## config.mk

```make
export PLATFORM = sky130hd
export DESIGN_NAME = alu_status_unit
export DESIGN_NICKNAME = d
export VERILOG_FILES = /design/src/rtl/alu_flag_pkg.sv /design/src/rtl/alu_addsub_core.sv /design/src/rtl/alu_flag_gen.sv /design/src/rtl/alu_status_reg.sv /design/src/rtl/alu_status_unit.sv
export SDC_FILE = /design/constraint.sdc
export NUM_CORES = 1
export LEC_CHECK = 0
export ABC_AREA = 0
export BUFFER_PORTS_ARGS = -buffer_cell sky130_fd_sc_hd__buf_2
export CORE_MARGIN = 5
export CORE_UTILIZATION = 43
export DETAILED_ROUTE_END_ITERATION = 10
export GPL_TIMING_DRIVEN = 0
export HOLD_SLACK_MARGIN = 0.06
export PLACE_DENSITY_LB_ADDON = 0.15
export SLEW_MARGIN = 25
export SYNTH_ARGS = -nofsm -noshare
export SYNTH_HDL_FRONTEND = slang
export SYNTH_SLANG_ARGS = --single-unit
```

## constraint.sdc

```tcl
create_clock -name clk -period 7.1 [get_ports clk]
set_input_delay 0.355 -clock clk [delete_from_list [all_inputs] [get_ports clk]]
set_output_delay 0.355 -clock clk [all_outputs]
set_load 0.05 [all_outputs]
```

## src/rtl/alu_flag_pkg.sv

```systemverilog
package alu_flag_pkg;

  localparam int STAT_W = 16;

  // bit positions inside the status word
  localparam int POS_CF = 0;
  localparam int POS_PF = 2;
  localparam int POS_AF = 4;
  localparam int POS_ZF = 6;
  localparam int POS_SF = 7;
  localparam int POS_TF = 8;
  localparam int POS_IF = 9;
  localparam int POS_DF = 10;
  localparam int POS_OF = 11;

  localparam int CTL_N  = 3;   // single-step, interrupt enable, direction
  localparam int CTL_LO = POS_TF;

  typedef struct packed {
    logic ovf;
    logic sgn;
    logic zer;
    logic aux;
    logic par;
    logic cry;
  } cond_flags_t;

  function automatic logic [STAT_W-1:0] pack_status(cond_flags_t f,
                                                    logic [CTL_N-1:0] ctl);
    logic [STAT_W-1:0] w;
    w = '0;
    w[POS_CF] = f.cry;
    w[POS_PF] = f.par;
    w[POS_AF] = f.aux;
    w[POS_ZF] = f.zer;
    w[POS_SF] = f.sgn;
    w[POS_OF] = f.ovf;
    w[CTL_LO +: CTL_N] = ctl;
    return w;
  endfunction

endpackage

```

## src/rtl/alu_addsub_core.sv

```systemverilog
module alu_addsub_core #(
  parameter int DATA_W = 16
) (
  input  logic [DATA_W-1:0] a_i,
  input  logic [DATA_W-1:0] b_i,
  input  logic              sub_i,
  output logic [DATA_W-1:0] sum_o,
  output logic [DATA_W:0]   carry_o
);

  logic [DATA_W-1:0] b_eff;
  logic [DATA_W:0]   c;

  // subtraction as a + ~b + 1
  assign b_eff = b_i ^ {DATA_W{sub_i}};
  assign c[0]  = sub_i;

  for (genvar i = 0; i < DATA_W; i++) begin : g_bit
    assign sum_o[i] = a_i[i] ^ b_eff[i] ^ c[i];
    assign c[i+1]   = (a_i[i] & b_eff[i]) | (c[i] & (a_i[i] ^ b_eff[i]));
  end

  assign carry_o = c;

endmodule

```

## src/rtl/alu_flag_gen.sv

```systemverilog
module alu_flag_gen
  import alu_flag_pkg::*;
#(
  parameter int DATA_W = 16,
  parameter int BYTE_W = 8
) (
  input  logic [DATA_W-1:0] sum_i,
  input  logic [DATA_W:0]   carry_i,
  input  logic              sub_i,
  input  logic              byte_i,
  output logic [DATA_W-1:0] res_o,
  output cond_flags_t       flags_o
);

  localparam int WORD_MSB = DATA_W - 1;
  localparam int BYTE_MSB = BYTE_W - 1;
  localparam int NIB_W    = 4;

  logic msb_bit, cin_msb, cout_msb, nib_carry;

  always_comb begin
    if (byte_i) begin
      res_o    = {{(DATA_W-BYTE_W){1'b0}}, sum_i[BYTE_MSB:0]};
      msb_bit  = sum_i[BYTE_MSB];
      cin_msb  = carry_i[BYTE_MSB];
      cout_msb = carry_i[BYTE_MSB+1];
    end else begin
      res_o    = sum_i;
      msb_bit  = sum_i[WORD_MSB];
      cin_msb  = carry_i[WORD_MSB];
      cout_msb = carry_i[WORD_MSB+1];
    end
    nib_carry = carry_i[NIB_W];

    flags_o.sgn = msb_bit;
    flags_o.zer = (res_o == '0);
    flags_o.par = ~^sum_i[BYTE_MSB:0];
    // inverted carry of a + ~b + 1 is the borrow
    flags_o.cry = cout_msb ^ sub_i;
    flags_o.aux = nib_carry ^ sub_i;
    flags_o.ovf = cin_msb ^ cout_msb;
  end

endmodule

```

## src/rtl/alu_status_reg.sv

```systemverilog
module alu_status_reg
  import alu_flag_pkg::*;
(
  input  logic              clk,
  input  logic              rst_n,
  input  logic              load_i,
  input  cond_flags_t       flags_i,
  input  logic [CTL_N-1:0]  set_i,
  input  logic [CTL_N-1:0]  clr_i,
  output logic [STAT_W-1:0] word_o
);

  cond_flags_t      cond_q;
  logic [CTL_N-1:0] ctl_q;

  always_ff @(posedge clk) begin
    if (!rst_n)      cond_q <= '0;
    else if (load_i) cond_q <= flags_i;
  end

  for (genvar k = 0; k < CTL_N; k++) begin : g_ctl
    always_ff @(posedge clk) begin
      if (!rst_n)        ctl_q[k] <= 1'b0;
      else if (clr_i[k]) ctl_q[k] <= 1'b0;
      else if (set_i[k]) ctl_q[k] <= 1'b1;
    end
  end

  assign word_o = pack_status(cond_q, ctl_q);

endmodule

```

## src/rtl/alu_status_unit.sv

```systemverilog
module alu_status_unit
  import alu_flag_pkg::*;
#(
  parameter int DATA_W = 16,
  parameter int BYTE_W = 8
) (
  input  logic              clk,
  input  logic              rst_n,
  input  logic              op_valid,
  output logic              op_ready,
  input  logic [DATA_W-1:0] op_a,
  input  logic [DATA_W-1:0] op_b,
  input  logic              op_sub,
  input  logic              op_byte,
  output logic              res_valid,
  input  logic              res_ready,
  output logic [DATA_W-1:0] res_data,
  input  logic [CTL_N-1:0]  ctl_set,
  input  logic [CTL_N-1:0]  ctl_clr,
  output logic [STAT_W-1:0] status_word
);

  logic [DATA_W-1:0] sum_w, res_w;
  logic [DATA_W:0]   carry_w;
  cond_flags_t       flags_w;
  logic              accept;

  assign op_ready = !res_valid || res_ready;
  assign accept   = op_valid && op_ready;

  alu_addsub_core #(.DATA_W(DATA_W)) u_core (
    .a_i     (op_a),
    .b_i     (op_b),
    .sub_i   (op_sub),
    .sum_o   (sum_w),
    .carry_o (carry_w)
  );

  alu_flag_gen #(.DATA_W(DATA_W), .BYTE_W(BYTE_W)) u_flags (
    .sum_i   (sum_w),
    .carry_i (carry_w),
    .sub_i   (op_sub),
    .byte_i  (op_byte),
    .res_o   (res_w),
    .flags_o (flags_w)
  );

  alu_status_reg u_stat (
    .clk     (clk),
    .rst_n   (rst_n),
    .load_i  (accept),
    .flags_i (flags_w),
    .set_i   (ctl_set),
    .clr_i   (ctl_clr),
    .word_o  (status_word)
  );

  always_ff @(posedge clk) begin
    if (!rst_n) begin
      res_valid <= 1'b0;
      res_data  <= '0;
    end else if (accept) begin
      res_valid <= 1'b1;
      res_data  <= res_w;
    end else if (res_ready) begin
      res_valid <= 1'b0;
    end
  end

endmodule

```

* Word level (Yosys, flattened, before mapping)
Index checks and enable logic that the tools add are counted.
** Storage, ports and cells
- Register bits after elaboration :: 26
- Input bits :: 44
- Output and inout bits :: 34
** Cells by class
- Multiplexer cells :: 6
- Bitwise logic cells :: 85
- Reductions and logical operators :: 9
** Operators with widths (count)
- bitwise XOR 1 bit :: 35
- AND 1 bit :: 32
- zero test 16 bit :: 1
- two-way mux 16 bit :: 1
- OR 1 bit :: 16
- bitwise XOR 16 bit :: 1
- XNOR reduction 8 bit :: 1
- OR reduction 2 bit :: 3
- two-way mux 1 bit :: 5
- nonzero test 2 bit :: 1
- logical AND 1 bit :: 1
- zero test 1 bit :: 1
- logical OR 1 bit :: 1
- inverter 1 bit :: 1

* Logic depth before layout (Yosys ltp)
Gate-level depths: netlist (run 1).
- Depth after elaboration :: 36
- Gate-level depth with buffers :: 27
- Depth with buffers taken out :: 26

* Hierarchy
From an unflattened synthesis (run 1), not the netlist that was laid out.
** Second synthesis, totals
- Cells, all modules :: 238
- Area total of the unflattened synthesis :: 2084.5 µm²
** By module, submodules not included
- alu_status_unit :: times used 1, cells each 75, area each 703.2 µm², seq. area each 340.3 µm²
- alu_addsub_core :: times used 1, cells each 81, area each 669.4 µm², seq. area each 0.0 µm²
- alu_status_reg :: times used 1, cells each 36, area each 379.1 µm², seq. area each 180.2 µm²
- alu_flag_gen :: times used 1, cells each 46, area each 332.8 µm², seq. area each 0.0 µm²

* Worst setup path after synthesis (run 1)
No wires, ideal clock.
- Path kind :: input-to-reg
- From :: input port op_sub
- To :: register u_stat.cond_q (netlist bit u_stat.word_o[6])
- Setup time :: 0.116 ns
- Data arrival time :: 6.701 ns
- Data required time :: 6.984 ns
- Slack :: 0.283 ns
- Cell stages on the path :: 27
- Path buffers :: 1
- Cell sequence :: buf_2 -> mux2_2 -> fa_1 -> inv_1 -> fa_1 -> inv_1 -> fa_1 -> fa_1 -> fa_1 -> inv_1 -> fa_1 -> inv_1 -> fa_1 -> fa_1 -> fa_1 -> fa_1 -> fa_1 -> fa_1 -> inv_1 -> fa_1 -> inv_1 -> fa_1 -> inv_1 -> fa_1 -> nor3b_1 -> a21o_1 -> a31o_1
** Between the ends
- Cells in the longest elaborated chain, start to end :: 35
** RTL lines
- from (decl) :: RTL line alu_status_unit.sv:13 : input logic op_sub,
- bitwise XOR 16 bit :: RTL line alu_addsub_core.sv:15 : assign b_eff = b_i ^ {DATA_W{sub_i}};
- bitwise XOR 1 bit :: RTL line alu_addsub_core.sv:19, alu_addsub_core.sv:20
- AND 1 bit :: RTL line alu_addsub_core.sv:20 : assign c[i+1] = (a_i[i] & b_eff[i]) | (c[i] & (a_i[i] ^ b_eff[i]));
- OR 1 bit :: RTL line alu_addsub_core.sv:20
- AND 1 bit :: RTL line alu_addsub_core.sv:20
- OR 1 bit :: RTL line alu_addsub_core.sv:20
- AND 1 bit :: RTL line alu_addsub_core.sv:20
- OR 1 bit :: RTL line alu_addsub_core.sv:20
- [19 not listed]
- OR 1 bit :: RTL line alu_addsub_core.sv:20
- AND 1 bit :: RTL line alu_addsub_core.sv:20
- OR 1 bit :: RTL line alu_addsub_core.sv:20
- AND 1 bit :: RTL line alu_addsub_core.sv:20
- OR 1 bit :: RTL line alu_addsub_core.sv:20
- bitwise XOR 1 bit :: RTL line alu_addsub_core.sv:19 : assign sum_o[i] = a_i[i] ^ b_eff[i] ^ c[i];
- two-way mux 16 bit * :: RTL line alu_flag_gen.sv:22 : if (byte_i) begin
- zero test 16 bit * :: RTL line alu_flag_gen.sv:36 : flags_o.zer = (res_o == '0);
- to (signal assigned) :: RTL line alu_status_reg.sv:18 : else if (load_i) cond_q <= flags_i;
- to (decl) :: RTL line alu_status_reg.sv:13 : cond_flags_t cond_q;
Every way passes the cells marked *; elsewhere a longest branch is shown, timed or not.
A chain may end at the register's enable or synchronous reset.

* Final worst setup path (run 1)
Same ends and word-level chain as after synthesis.

==> results of run 1 <==
stage by stage:
stage	hold slack (ns)	util [%]
after floorplan	0.432	-
after global placement	0.462	54.7
after detailed placement	0.464	54.7
after CTS	0.227	56.5
after global routing	0.235	56.6
final	0.231	56.6
logic make-up after synthesis:
logic type,Yosys count,share of synthesized area (%)
adders and majority gates,19,20.1
and+or+nand+nor,37,12.3
muxes,1,0.647
AOI/OAI and AO/OA,49,16.4
buffers and inverters,37,10.4
xor gates and xnor gates,20,10.1
other,1,0.215
DFF,26,29.9
report_power, final:
| group | total, mW | internal (mW) | switching (mW) |
|---|---|---|---|
| Clock | 0.120 | 0.0754 | 0.0450 |
| Sequential | 0.166 | 0.160 | 0.00655 |
| Combinational | 0.230 | 0.0882 | 0.142 |
| Total | 0.517 | 0.323 | 0.194 |
state kept, by name, summed over array words and instances, names as in the netlist:
register and flops:
res_data 16, u_stat.word_o 9, res_valid 1
layout make-up:
class                      count  area share [%]
buffer                        18            4.90
clock buffer                   3            1.84
clock inverter                 1            1.34
inverter                      19            3.17
multi-input combinational    133            47.5
sequential                    26            23.1
tap                           50            2.78
timing repair buffer          69            15.4
Yosys cell counts, drive strengths merged (5+ instances only):
master	number	area [um^2]
dfxtp	26	521
a21oi	22	110
fa	15	300
nand3	9	45.0
xnor2	8	70.1
buf	13	91.3
xor2	12	105
o21ai	15	75.1
nor2	5	18.8
clkbuf	5	18.8
inv	19	71.3
nand4b	5	43.8
path summary, 6_finish.rpt:
kind / depth (start not counted) / to / start / slack (ns)
setup / recovery: 27 / u_stat.word_o[6] / op_sub / 0.35
hold / removal: 2 / u_stat.word_o[8] / ctl_clr[0] / 0.23
setup reg to reg: 3 / u_stat.word_o[11] / res_valid / 5.77
hold reg to reg: 2 / res_data[1] / res_data[1] / 0.48
worst max-delay path, delay by kind of cell:
| kind | cells | cell delay (ns) |
|---|---|---|
| fa+ha+maj | 15 | 5.10 |
| buf+inv | 8 | 0.63 |
| compound gates | 2 | 0.38 |
| mux | 1 | 0.29 |
| simple gates | 1 | 0.15 |
layer usage:
metal	routed length, um	GRT usage (%)
met5	0	0
met4	65	6.24
met3	281	1.23
met2	1880	25.5
met1	1720	19.7
==> flow_summary_export.csv, run 1 <==
group,metric,value,unit
sta,rsz0062_at_grt,"false",
cts,cts.repair.resized,0,
layout,final_nets,333,
detailed_routing,avgViaCountPerCell,4.69,
detailed_routing,wl_per_cell,12.4,um
detailed_routing,first_iter_violations,60,
grt,track_usage,15.1,%
sta,fin_crit,6.75,ns
layout,seqCellArea,520,um^2
detailed_routing,drc,0,
sta,fmax,148,MHz
sta,post-route-period-util,95.0,%
layout,fillers,391,
critical_path,start_kind,"primary input",
logic_synthesis,synth_seq_cells,26,
cts,post_cts_buffers,0,
critical_path,path_common_cell,"fa_1",
grt,grt_start_max_net_pins,16,
critical_path,endpoint_kind,"flop",
critical_path,worstPathArrival,6.92,ns
logic_synthesis,yosys_warnings,0,
cts,cts-root-buf,"clkbuf_8",
layout,multi_input_area,1070,um^2
cts,clk_latency,0.27,ns
power,leakage,1.07,nW
logic_synthesis,seq_area_frac_synth,29.9,%
cts,cts_tree,"done",
logic_synthesis,avgSynthCellArea,9.17,um^2
sta,max_slew_margin,64.3,%
grt,grt_pass1_wl,6480,um
cts,clock_sinks,26,
detailed_routing,antenna_left,0,
placed_design,pre_cts_slack,-0.104,ns
sta,fin_tns_setup,0,ns
placed_design,place_congestion,0.789,
logic_synthesis,async_flop_share,0,%
layout,instances_no_fill,319,
detailed_routing,drt_wl_total,3950,um
critical_path,crit_required,7.27,ns
die,core,3970,um^2
cts,clock_path_buffers,2,
placed_design,dp_hpwl,3410,um
cts,numCtsBuffers,3,
layout,diodes,0,
logic_synthesis,synth_edf_count,0,
critical_path,cp_slowest_cell,"fa_1",
logic_synthesis,ys_types,38,
logic_synthesis,synth_ff_type,"dfxtp_1",
power,total_power,0.517,mW
placed_design,port-buffer-count,69,
min_path,hold_class,"primary input to flop",
power,p_per_area,230,nW/um^2
detailed_routing,dr_total_vias,1497,
logic_synthesis,netlist_area,1740,um^2
grt,grt_pass1_vias,1448,
die,die_w,73.6,um
die,die_area,5420,um^2
layout,area_growth,29.1,%
placed_design,place_area,2170,um^2
sta,skew,0.00474,ns
cts,ctsHtreeMaxLevel,1,
layout,layout_common_cells,"73 x buf_2, 26 x dfxtp_1, 22 x a21oi_1, 16 x inv_1, 13 x fa_1",
die,die_h,73.6,um
sta,final-setup-viol-count,0,
layout,drive_gt1_share,34.9,%
detailed_routing,detail_route.first_pass.iterations,4,
die,start_util,43.9,%
critical_path,crit_path_max_incr_delay,0.43,ns
grt,grt_overflow,0,
die,rows,23,
logic_synthesis,syn_inst,190,
critical_path,critPathKind,"primary input to flop",
layout,layout_commonest_cell,"buf_2",
job,drv_cap,0,
cts,clk_pin_slew,0.09,ns
sta,finalHoldViolCount,0,
power,vdd_drop_max,115,uV
cts,cts_hold_buf,0,
grt,antenna_found_initial,0,
sta,setup_slack,0.352,ns
die,pin_count,78,
run_status,status,"finished clean",
sta,worst_pin_slew,0.534,ns
critical_path,critPathMaxFanout,10,
placed_design,place_inst,315,
layout,final_area,2250,um^2
sta,final_max_slew_viol_count,0,
(Power assumes the default switching activity.)
==> run 2: changes to the inputs <==
- CORE_MARGIN: 5 -> default
- clock period: 7.1 -> 5.5 ns (I/O delays scaled with it)
==> run 2 against run 1 <==
  * The flow now finishes with violations (setup timing)
  * Sequential power increased by 29%
  * Clock skew fell by 0.00092 ns
  * Design area rose by 4.0%
  * First-iteration DRC count decreased by 23%
  * Via count is 4.6% higher
  * Critical path type unchanged
  * Highest routed layer unchanged
==> flow_summary_export.csv, run 2 (synthesized netlist as in run 1, its figures left out) <==
group,metric,value,unit
run_status,status,"finished, violations left",
run_status,violations,"setup timing",
placed_design,port-buffer-count,69,
grt,grt_pass1_vias,1456,
critical_path,critPathKind,"primary input to flop",
die,pin_count,78,
critical_path,worstPathArrival,6.32,ns
job,drv_cap,0,
detailed_routing,drc,0,
sta,max_slew_margin,62.6,%
sta,holdWs,0.160,ns
cts,numCtsBuffers,3,
power,total_power,0.643,mW
grt,antenna_found_initial,0,
layout,regMostFlops,"res_data",
layout,largest_register_ffs,16,
detailed_routing,detail_route.first_pass.iterations,4,
critical_path,crit_required,5.67,ns
critical_path,crit_path_max_incr_delay,0.43,ns
layout,layout_commonest_cell,"buf_2",
critical_path,reg2reg_from,"res_valid",
power,vdd_drop_max,157,uV
layout,final_nets,338,
sta,skew,0.00382,ns
sta,finalHoldViolCount,0,
critical_path,r2r_slack,4.14,ns
detailed_routing,first_iter_violations,46,
cts,clock_path_buffers,2,
min_path,whs_endpoint,"u_stat.word_o[9]",
die,die_h,65.6,um
layout,diodes,0,
placed_design,pre_cts_slack,-0.959,ns
grt,grt_start_max_net_pins,14,
sta,fin_tns_setup,-2.68,ns
die,die_area,4310,um^2
cts,cts_tree,"done",
critical_path,endpoint_kind,"flop",
critical_path,critPathMaxFanout,2,
sta,final-setup-viol-count,7,
cts,clk_latency,0.27,ns
grt,grt_overflow,0,
sta,worst_pin_slew,0.559,ns
detailed_routing,antenna_left,0,
critical_path,r2r_end,"u_stat.word_o[11]",
detailed_routing,dr_total_vias,1566,
grt,grt_pass1_wl,6320,um
layout,drive_gt1_share,45.1,%
die,core,3770,um^2
critical_path,cp_slowest_cell,"fa_2",
critical_path,start_kind,"primary input",
cts,ctsHtreeMaxLevel,1,
sta,final_max_slew_viol_count,0,
min_path,min_from,"ctl_clr[1]",
sta,fin_crit,6.15,ns
die,die_w,65.6,um
detailed_routing,wl_per_cell,12.1,um
grt,track_usage,19.4,%
die,start_util,46.2,%
detailed_routing,avgViaCountPerCell,4.88,
layout,final_util,62.0,%
layout,layout_common_cells,"71 x buf_2, 26 x dfxtp_1, 21 x a21oi_1, 15 x fa_2, 13 x buf_4",
cts,clock_sinks,26,
critical_path,path_common_cell,"fa_2",
sta,post-route-period-util,112,%
sta,setup_slack,-0.648,ns
layout,area_growth,34.2,%
cts,cts-root-buf,"clkbuf_8",
die,rows,22,
min_path,hold_class,"primary input to flop",
cts,clk_pin_slew,0.09,ns
power,p_per_area,275,nW/um^2
sta,fmax,163,MHz
sta,rsz0062_at_grt,"true",
placed_design,dp_hpwl,3160,um
min_path,worstHoldPathCells,2,
critical_path,reg2reg_depth,3,
detailed_routing,drt_wl_total,3870,um
placed_design,place_congestion,0.774,
power,leakage,1.09,nW
==> run 2: cell types whose count changed in the layout (fill, tap and decap cells not counted), moves of 2 or more <==
cell,before,now
buf_4,8,13
fa_2,2,15
buf_2,73,71
fa_1,13,0
inv_1,16,9
inv_2,3,10
==> run 2: layer usage <==
layer / vias to the layer above / wire length, um / track usage [%] / share of wire [%]
met1: 712 / 1720 / 24.6 / 44
met4: 0 / 49 / 6.52 / 1.3
met5: - / 0 / 0 / 0
met2: 58 / 1890 / 33.5 / 49
met3: 5 / 215 / 2.43 / 5.6
li1: 791 / - / - / -
==> run 2: worst max-delay path by stage <==
stage,from,end,slack (ns),depth (start not counted)
after floorplan,op_sub,u_stat.word_o[6],-0.72,27
after global placement,op_b[0],u_stat.word_o[6],-0.95,27
after detailed placement,op_b[0],u_stat.word_o[6],-0.96,27
after CTS,op_b[0],u_stat.word_o[6],-0.64,27
after global routing,op_b[0],u_stat.word_o[6],-0.84,27
final,op_b[0],u_stat.word_o[6],-0.65,27
==> run 2: critical path: cells and delay by family <==
family | cells | cell delay [ns]
adders and majority gates | 15 | 4.78
buffers and inverters | 8 | 0.45
AOI/OAI and AO/OA | 2 | 0.37
muxes | 1 | 0.29
and+or+nand+nor | 1 | 0.16
==> run 2: layout make-up <==
type                            instances  area, um^2
Clock buffer                            3        41.3
Buffer                                 18         125
Fill cell                             352        1430
Inverter                               19        71.3
Tap cell                               48        60.1
Sequential cell                        26         520
Multi-Input combinational cell        133        1130
Timing Repair Buffer                   74         389
==> run 2: metrics by stage <==
stage	cells	area, um^2
3_3_place_gp	313	2220
6_report	321	2340
5_1_grt	321	2340
2_1_floorplan	196	1810
3_5_place_dp	313	2220
4_1_cts	321	2330
==> run 2: repair_timing <==
item                                    in CTS  in global routing
buffers inserted                             5                  0
pin swaps                                    4                  4
endpoints found under the setup margin       7                  7
resized for setup                           12                  2
hold buffers                                 0                  0
==> run 2: report_power, final <==
part	total [mW]	switching, mW	internal (mW)
Combinational	0.323	0.192	0.131
Clock	0.106	0.0567	0.0491
Sequential	0.214	0.00828	0.206
==> run 3: changes to the inputs <==
- SKIP_CTS_REPAIR_TIMING: default -> 1
==> run 3 against run 2 <==
  * The run still ends with setup timing left
  * Cell count did not move
  * Sequential share of layout area barely moved
  * Core utilization down 0.13 points
  * Via count fell by 0.57%
  * Die area is the same
  * First-iteration DRC count rose by 65%
  * Setup slack worse by 0.024 ns
  * Register-to-register slack is essentially flat
  * Flip-flop and latch count stayed put
  * Critical path type unchanged
  * Highest routed layer unchanged
==> flow_summary_export.csv, run 3 (synthesized netlist as in run 1, its figures left out) <==
group,metric,value,unit
placed_design,dp_hpwl,3160,um
die,die_w,65.6,um
die,die_h,65.6,um
sta,fin_tns_setup,-2.62,ns
detailed_routing,drc,0,
layout,largest_register_ffs,16,
layout,layout_common_cells,"71 x buf_2, 26 x dfxtp_1, 21 x a21oi_1, 15 x fa_2, 13 x buf_4",
sta,skew,0.00361,ns
grt,grt_start_max_net_pins,14,
min_path,min_from,"ctl_clr[1]",
sta,holdWs,0.160,ns
detailed_routing,avgViaCountPerCell,4.85,
layout,diodes,0,
critical_path,reg2reg_from,"res_valid",
detailed_routing,wl_per_cell,11.8,um
layout,regMostFlops,"res_data",
sta,final_max_slew_viol_count,0,
grt,grt.met3_usage,2.43,%
layout,final_area,2330,um^2
layout,final_nets,338,
detailed_routing,dr_total_vias,1557,
placed_design,port-buffer-count,69,
grt,use_met2,31.5,%
sta,setup_slack,-0.671,ns
sta,finalHoldViolCount,0,
cts,clock_path_buffers,2,
cts,ctsHtreeMaxLevel,1,
placed_design,place_area,2220,um^2
power,leakage,1.08,nW
cts,numCtsBuffers,3,
die,die_area,4310,um^2
sta,fmax,162,MHz
grt,grt_overflow,0,
sta,final-setup-viol-count,7,
power,vdd_drop_max,155,uV
grt,track_usage,18.7,%
layout,drive_gt1_share,45.1,%
cts,cts-root-buf,"clkbuf_8",
critical_path,critPathMaxFanout,2,
job,drv_cap,0,
sta,fin_crit,6.17,ns
sta,max_slew_margin,62.3,%
die,core,3770,um^2
min_path,whs_endpoint,"u_stat.word_o[9]",
detailed_routing,detail_route.first_pass.iterations,4,
sta,worst_pin_slew,0.563,ns
placed_design,place_congestion,0.774,
cts,clock_sinks,26,
sta,post-route-period-util,112,%
critical_path,crit_required,5.67,ns
critical_path,endpoint_kind,"flop",
detailed_routing,first_iter_violations,76,
run_status,violations,"setup timing",
die,pin_count,78,
grt,antenna_found_initial,0,
grt,grt_pass1_wl,6090,um
cts,clk_latency,0.27,ns
layout,fillers,352,
min_path,worstHoldPathCells,2,
min_path,hold_class,"primary input to flop",
cts,clk_pin_slew,0.08,ns
layout,layout_commonest_cell,"buf_2",
die,start_util,46.2,%
layout,area_growth,33.9,%
power,p_per_area,274,nW/um^2
grt,grt_pass1_vias,1403,
critical_path,start_kind,"primary input",
run_status,status,"finished, violations left",
critical_path,r2r_slack,4.14,ns
grt,busiest_layer,"met2",
die,rows,22,
grt,use_met1,24.2,%
critical_path,reg2reg_depth,3,
sta,rsz0062_at_grt,"true",
critical_path,worstPathArrival,6.34,ns
cts,cts_tree,"done",
critical_path,r2r_end,"u_stat.word_o[11]",
critical_path,critPathKind,"primary input to flop",
detailed_routing,drt_wl_total,3800,um
layout,final_util,61.8,%
detailed_routing,antenna_left,0,
run 3: changes by cell type in the layout (fill, tap and decap cells not counted):
cell    delta
nor2_4     -1
nor2_2     +1
run 3: metal layers:
layer / part of all wire (%) / up-vias
li1: - / 791
met1: 45 / 700
met2: 48 / 61
met3: 5.7 / 5
met4: 1.3 / 0
met5: 0 / -
run 3: area by class of cell:
cell class	instances	area, um^2	share of cell area (%)
buffer	18	125	5.36
sequential	26	520	22.3
clock buffer	3	41.3	1.77
multi-input combinational	133	1120	48.2
tap	48	60.1	2.58
timing repair buffer	74	389	16.7
inverter	19	71.3	3.06
run 3: power by group:
group,switching [mW],internal (mW)
Combinational,0.190,0.128
Clock,0.0566,0.0491
Sequential,0.00830,0.206
run 3: how the worst max path moves through the flow:
stage                     startpoint               end  slack (ns)  cells past startpoint
after floorplan               op_sub  u_stat.word_o[6]       -0.72                     27
after global placement       op_b[0]  u_stat.word_o[6]       -0.95                     27
after detailed placement     op_b[0]  u_stat.word_o[6]       -0.96                     27
after CTS                    op_b[0]  u_stat.word_o[6]       -0.69                     27
after global routing         op_b[0]  u_stat.word_o[6]       -0.87                     27
final                        op_b[0]  u_stat.word_o[6]       -0.67                     27
run 3: worst max-delay path, stage by stage:
cell	delay [ns]
buf_6	0.10
mux2_4	0.29
fa_2	0.33
inv_2	0.06
fa_2	0.18
inv_2	0.04
fa_2	0.35
fa_2	0.35
fa_2	0.34
inv_2	0.06
fa_2	0.19
inv_2	0.04
fa_2	0.35
fa_2	0.35
fa_2	0.37
fa_2	0.35
fa_2	0.34
fa_2	0.34
inv_2	0.06
fa_2	0.18
inv_2	0.04
fa_2	0.34
inv_2	0.06
fa_2	0.44
nor3b_1	0.16
a21o_1	0.18
a31o_1	0.19
run 3: metrics by stage:
stage / power, mW / std cells / worst slack, ns
6_report: 0.638 / 321 / -0.671
5_1_grt: 0.681 / 321 / -0.871
4_1_cts: 0.632 / 316 / -0.686
3_5_place_dp: 0.529 / 313 / -0.959
3_3_place_gp: 0.524 / 313 / -0.945
2_1_floorplan: 0.453 / 196 / -0.724
